## config.mk

```make
export PLATFORM = sky130hd
export DESIGN_NAME = cond_eval_unit
export DESIGN_NICKNAME = d
export VERILOG_FILES = /design/src/rtl/cond_eval_pkg.sv /design/src/rtl/cond_eval_datapath.sv /design/src/rtl/cond_eval_control.sv /design/src/rtl/cond_eval_unit.sv
export SDC_FILE = /design/constraint.sdc
export NUM_CORES = 1
export LEC_CHECK = 0
export BUFFER_PORTS_ARGS = -buffer_cell sky130_fd_sc_hd__buf_2
export CAP_MARGIN = 30
export CORE_AREA = 2 2 39 41
export CTS_CLUSTER_DIAMETER = 80
export DETAILED_ROUTE_END_ITERATION = 6
export DIE_AREA = 0 0 41 43
export PLACE_DENSITY = 0.5
export RECOVER_POWER = 25
export SLEW_MARGIN = 20
export SYNTH_ARGS = -nofsm -noshare
export SYNTH_HDL_FRONTEND = slang
export SYNTH_SLANG_ARGS = --single-unit
```

## constraint.sdc

```tcl
create_clock -name clk -period 0.8 [get_ports clk]
set_input_delay 0.04 -clock clk [delete_from_list [all_inputs] [get_ports clk]]
set_output_delay 0.04 -clock clk [all_outputs]
set_load 0.01 [all_outputs]
```

## src/rtl/cond_eval_pkg.sv

```systemverilog
package cond_eval_pkg;

  parameter int CODE_W = 4;
  parameter int FLAG_W = 4;
  localparam int NUM_CODES = 1 << CODE_W;

  typedef struct packed {
    logic n;
    logic z;
    logic c;
    logic v;
  } nzcv_t;

  typedef enum logic [CODE_W-1:0] {
    COND_ZERO    = 4'd0,
    COND_NONZERO = 4'd1,
    COND_CARRY   = 4'd2,
    COND_NOCARRY = 4'd3,
    COND_NEG     = 4'd4,
    COND_POSZ    = 4'd5,
    COND_OVF     = 4'd6,
    COND_NOOVF   = 4'd7,
    COND_UGT     = 4'd8,
    COND_ULE     = 4'd9,
    COND_SGE     = 4'd10,
    COND_SLT     = 4'd11,
    COND_SGT     = 4'd12,
    COND_SLE     = 4'd13,
    COND_ALWAYS  = 4'd14,
    COND_ALWAYS2 = 4'd15
  } cond_code_e;

  typedef struct packed {
    logic capture;
  } cond_strobe_t;

endpackage

```

## src/rtl/cond_eval_datapath.sv

```systemverilog
module cond_eval_datapath
  import cond_eval_pkg::*;
(
  input  logic              clk,
  input  logic              rst_n,
  input  logic [CODE_W-1:0] condCode,
  input  logic [FLAG_W-1:0] statusFlags,
  input  cond_strobe_t      strobe,
  output logic              passNow,
  output logic              passHeld
);

  nzcv_t flagRec;
  assign flagRec = nzcv_t'(statusFlags);

  logic [NUM_CODES-1:0] passVec;

  // Each selector gets its own direct flag formula; the selector then picks one.
  for (genvar g = 0; g < NUM_CODES; g++) begin : g_code
    if (g == int'(COND_ZERO)) begin : g_zero
      assign passVec[g] = flagRec.z;
    end else if (g == int'(COND_NONZERO)) begin : g_nonzero
      assign passVec[g] = ~flagRec.z;
    end else if (g == int'(COND_CARRY)) begin : g_carry
      assign passVec[g] = flagRec.c;
    end else if (g == int'(COND_NOCARRY)) begin : g_nocarry
      assign passVec[g] = ~flagRec.c;
    end else if (g == int'(COND_NEG)) begin : g_neg
      assign passVec[g] = flagRec.n;
    end else if (g == int'(COND_POSZ)) begin : g_posz
      assign passVec[g] = ~flagRec.n;
    end else if (g == int'(COND_OVF)) begin : g_ovf
      assign passVec[g] = flagRec.v;
    end else if (g == int'(COND_NOOVF)) begin : g_noovf
      assign passVec[g] = ~flagRec.v;
    end else if (g == int'(COND_UGT)) begin : g_ugt
      assign passVec[g] = flagRec.c & ~flagRec.z;
    end else if (g == int'(COND_ULE)) begin : g_ule
      assign passVec[g] = ~flagRec.c | flagRec.z;
    end else if (g == int'(COND_SGE)) begin : g_sge
      assign passVec[g] = ~(flagRec.n ^ flagRec.v);
    end else if (g == int'(COND_SLT)) begin : g_slt
      assign passVec[g] = flagRec.n ^ flagRec.v;
    end else if (g == int'(COND_SGT)) begin : g_sgt
      assign passVec[g] = ~flagRec.z & ~(flagRec.n ^ flagRec.v);
    end else if (g == int'(COND_SLE)) begin : g_sle
      assign passVec[g] = flagRec.z | (flagRec.n ^ flagRec.v);
    end else begin : g_always
      assign passVec[g] = 1'b1;
    end
  end

  assign passNow = passVec[condCode];

  always_ff @(posedge clk or negedge rst_n) begin
    if (!rst_n) begin
      passHeld <= 1'b0;
    end else if (strobe.capture) begin
      passHeld <= passNow;
    end
  end

  // Pairwise complement across the independently written formulas
  for (genvar p = 0; p < 7; p++) begin : g_pair_chk
    p_pair_complement_r10: assert property (@(posedge clk) disable iff (!rst_n)
      passVec[2*p] != passVec[2*p+1]);
  end

  p_always_pass_r7: assert property (@(posedge clk) disable iff (!rst_n)
    passVec[NUM_CODES-2] && passVec[NUM_CODES-1]);

  p_zero_test_r1: assert property (@(posedge clk) disable iff (!rst_n)
    (condCode == COND_ZERO) |-> (passNow == statusFlags[2]));

  p_unsigned_gt_r4: assert property (@(posedge clk) disable iff (!rst_n)
    (condCode == COND_UGT) |-> (passNow == (statusFlags[1] && !statusFlags[2])));

  p_signed_ge_r5: assert property (@(posedge clk) disable iff (!rst_n)
    (condCode == COND_SGE) |-> (passNow == (statusFlags[3] == statusFlags[0])));

  p_capture_r8: assert property (@(posedge clk) disable iff (!rst_n)
    strobe.capture |=> (passHeld == $past(passNow)));

  p_hold_r8: assert property (@(posedge clk) disable iff (!rst_n)
    !strobe.capture |=> $stable(passHeld));

endmodule

```

## src/rtl/cond_eval_control.sv

```systemverilog
module cond_eval_control
  import cond_eval_pkg::*;
(
  input  logic         clk,
  input  logic         rst_n,
  input  logic         inValid,
  output cond_strobe_t strobe,
  output logic         outValid
);

  assign strobe.capture = inValid;

  always_ff @(posedge clk or negedge rst_n) begin
    if (!rst_n) begin
      outValid <= 1'b0;
    end else begin
      outValid <= inValid;
    end
  end

  p_valid_follows_r8: assert property (@(posedge clk) disable iff (!rst_n)
    inValid |=> outValid);

  p_idle_drops_r8: assert property (@(posedge clk) disable iff (!rst_n)
    !inValid |=> !outValid);

endmodule

```

## src/rtl/cond_eval_unit.sv

```systemverilog
module cond_eval_unit
  import cond_eval_pkg::*;
(
  input  logic              clk,
  input  logic              rst_n,
  input  logic              inValid,
  input  logic [CODE_W-1:0] condCode,
  input  logic [FLAG_W-1:0] statusFlags,
  output logic              passNow,
  output logic              outValid,
  output logic              passReg
);

  cond_strobe_t strobe;

  cond_eval_control u_control (
    .clk      (clk),
    .rst_n    (rst_n),
    .inValid  (inValid),
    .strobe   (strobe),
    .outValid (outValid)
  );

  cond_eval_datapath u_datapath (
    .clk         (clk),
    .rst_n       (rst_n),
    .condCode    (condCode),
    .statusFlags (statusFlags),
    .strobe      (strobe),
    .passNow     (passNow),
    .passHeld    (passReg)
  );

endmodule

```

==> summary.txt <==
Logic synthesis
  – EDFF count, synth: 0
  – Simple-gate area share of the yosys netlist: roughly 22%
  – Largest family of logic cells by synthesized area: compound AO/OA/AOI/OAI gates
  – Compound-gate portion of the synthesized area: 38.66%
  – Count of cell types in the netlist: 21
  – Synth Net Count: 40
  – Post-synthesis adder-cell area fraction: 0%
  – Mapped Avg Cell Area: 8.370 um^2
  – Yosys top cell area share: 20.62%
  – Post-Synthesis Cells: 29
  – Ranking of synthesized cells by area: dfrtp_1 (21%), o31a_1 (7.2%), o311ai_2 (6.7%)
  – Cell area after synthesis: ~240 um^2
  – Yosys reg bits: 2
  – Ys async rst share: between 90% and 100%
  – Commonest cells post-synth: inv_1 (4), nand2_1 (4), dfrtp_1 (2), o31a_1 (2)
  – Mux share of post-synthesis cell area: around 4.1%
  – Xor/xnor share of the synthesized area: under 10%
  – Ys Warns: 0
  – Synth Flop Type: dfrtp_1
  – Cell taking the most area after synthesis: dfrtp_1
  – Seq/Total Area, Yosys: about a fifth

Setup path
  – Kind of critical path: primary input to output pin
  – CP peak stage delay: 250 ps
  – WP data required: 760 ps
  – CP Max Fanout: 4
  – Worst setup startpoint: statusFlags[0]
  – WP buf/inv: 2
  – Worst Path Arrival: between 1000 and 1500 ps
  – Critical path capture point: passNow
  – Worst r2r src: u_datapath.passHeld
  – Worst reg-to-reg path cell count: 2
  – CP cell instances: buf_8 -> xnor2_4 -> a21boi_2 -> o311ai_2 -> o31a_1 -> nand2_1 -> buf_2
  – Slowest cell on crit path: o311ai_2
  – CP Depth: 7
  – Startpoint types: primary input
  – R2R Setup Slk: between 150 and 200 ps
  – CP delay by family, top: compound AO/OA/AOI/OAI gates
  – Critical Path Sink Type: output pin
  – R2r endpoint: u_datapath.passHeld

Global routing
  – Largest net degree at the start of global routing: 8
  – Total gr overflow: 0
  – Vias in the first global route: about 340
  – Global Route Usage Sum: 10.42%
  – First-pass GRT wire length: ~1200 um
  – Initial antenna violation count: 0

Routing
  – Wire per inst: 9.959 um
  – DR DRC count: 0
  – Antenna Nets Post-Route: 0
  – Vias/cell: approximately 4.4
  – First-pass detailed-route iteration total: 2
  – Routed vias: between 300 and 400
  – Initial DRC count: 3
  – Total routed wirelength: roughly 730 um

Clock tree
  – TritonCTS clock tree: built
  – CTS Buffer Depth: 2
  – Clock latency on the worst-skew pair: approximately 220 ps
  – H-tree depth: 1
  – CTS root buf: clkbuf_4
  – Cts bufs inserted: 3
  – Clock slew at reported path FFs: ~30 ps
  – Clock tree sinks: 2

Timing
  – Rel. slew slack: around 80%
  – Worst clock skew: 0 ps
  – Unrepaired setup endpoints after global routing: yes
  – Setup WS post-layout: -304.0 ps
  – Highest clock rate: a little over 900 MHz
  – Final worst-path cycle share: 138.0%
  – Final hold vios: 0
  – Hold_ws: between 100 and 150 ps
  – Final setup vio count: 2
  – Slew Viols, Final: 0
  – Worst slew pin tran: roughly 260 ps
  – Minimum clock period: between 1000 and 1500 ps

Flow run
  – Max-cap violations: 0

Power and ir drop
  – Fraction of power spent switching nets: approximately 28%
  – Worst vdd ir: a little under 0.3 mV
  – Psw: ~0.00016 W
  – Leakage: 0.2318 nW
  – Comb power frac: between 40 and 50%
  – Sequential power share: between 20% and 30%
  – Clock power frac: approximately 38%
  – PwrDens: 1148 nW/um^2
  – Pint: 0.0004160 W

Cells and area
  – FILL cells: 162
  – Fin util: a little over a third
  – Antenna Cells: 0
  – Non-Filler Instances: 73
  – Layout cells sized above 1: 59.65%
  – Storage cell area: approximately 50 um^2
  – Final nets: 70
  – Final std cell area, no fill: between 500 and 600 um^2
  – Multi-input gate area: about 200 um^2
  – Layout area overhead: 106.2%

Place
  – Port Buffers: 13
  – DP Worst Slack: -347.9 ps
  – Post-Place Cell Area: 390.4 um^2
  – Placed insts: 65
  – RePlAce Congestion: roughly 0.74
  – Post-detail-place hpwl: 538.2 um

Status
  – Failing checks: negative setup slack
  – Status: finished with violations

Die
  – Starting density of the core: approximately 18%
  – Die Wd: 41 um
  – Row cnt: 14
  – Core Area: approximately 1400 um^2
  – Die Y: roughly 43 um
  – Die area: 1763 um^2
  – # IOs: 14

Worst hold path
  – Worst hold path class: primary input to async pin
-- how the worst min path moves through the flow --
stage                      from                  end  cells after the start
after global routing      rst_n  u_datapath.passHeld                      2
final                     rst_n  u_datapath.passHeld                      2
after detailed placement  rst_n   u_control.outValid                      1
after CTS                 rst_n  u_datapath.passHeld                      2
after global placement    rst_n  u_datapath.passHeld                      1
after floorplan           rst_n   u_control.outValid                      0
-- layer usage --
metal / GRT usage, % / up-vias / wire length [um]
met5: 0 / - / 0
met4: 8.000 / 0 / 0
met3: 1.571 / 0 / 47
met2: 15.94 / 13 / 360
met1: 12.14 / 144 / 319
li1: - / 167 / -
-- registers in the layout, summed over array words and instances, names as in the netlist --
register             flops
u_control.outValid       1
u_datapath.passHeld      1
-- per-stage QoR --
step                      total power [W]  setup TNS (ps)
final                           0.0005743          -504.3
after global routing            0.0006275          -634.0
after CTS                       0.0005806          -431.8
after detailed placement        0.0003046          -687.9
after global placement          0.0003051          -699.1
after floorplan                 0.0002099          -199.4
-- cells in the final DEF, fill, tap and decap left out, drive strengths merged --
| cell type | instances |
|---|---|
| a21boi | 1 |
| a21oi | 1 |
| a311oi | 1 |
| a31oi | 1 |
| and4 | 1 |
| buf | 22 |
| clkbuf | 5 |
| dfrtp | 2 |
| dlygate4sd3 | 2 |
| inv | 4 |
| mux2i | 1 |
| nand2 | 4 |
| nand3 | 1 |
| nor2 | 1 |
| nor3b | 1 |
| nor4b | 1 |
| o211ai | 1 |
| o21ai | 1 |
| o311ai | 1 |
| o31a | 2 |
| o31ai | 2 |
| xnor2 | 1 |
-- area by class of cell --
type,count,area share [%]
Tap cell,16,4.000
Sequential cell,2,10.00
Inverter,4,3.000
Multi-Input combinational cell,22,39.75
Timing Repair Buffer,26,38.75
Clock buffer,3,4.500
-- power by group through the flow --
stage	combinational (W)	clock [W]	sequential (W)
detailed placement	0.000189	0	0.000116
CTS	0.000237	0.000229	0.000115
global route	0.000269	0.000242	0.000117
finish	0.000243	0.000217	0.000115
floorplan	0.0000882	0	0.000122
global placement	0.000189	0	0.000116
-- logic make-up after synthesis --
logic type,after synthesis
XOR/XNOR,1
buffers and inverters,5
multiplexers,1
AND/OR/NAND/NOR,9
AO/OA/AOI/OAI,11
flip-flops,2
-- timing repair --
| item | CTS | global route |
|---|---|---|
| hold buffers | 2 | 0 |
| endpoints found under the hold margin | 3 | 0 |
| setup endpoints to repair | 2 | 2 |
| buffers inserted | 2 | 1 |
| pin swaps | 6 | 2 |
| gates resized for setup | 11 | 1 |
Power figures use the tool's default switching activity.
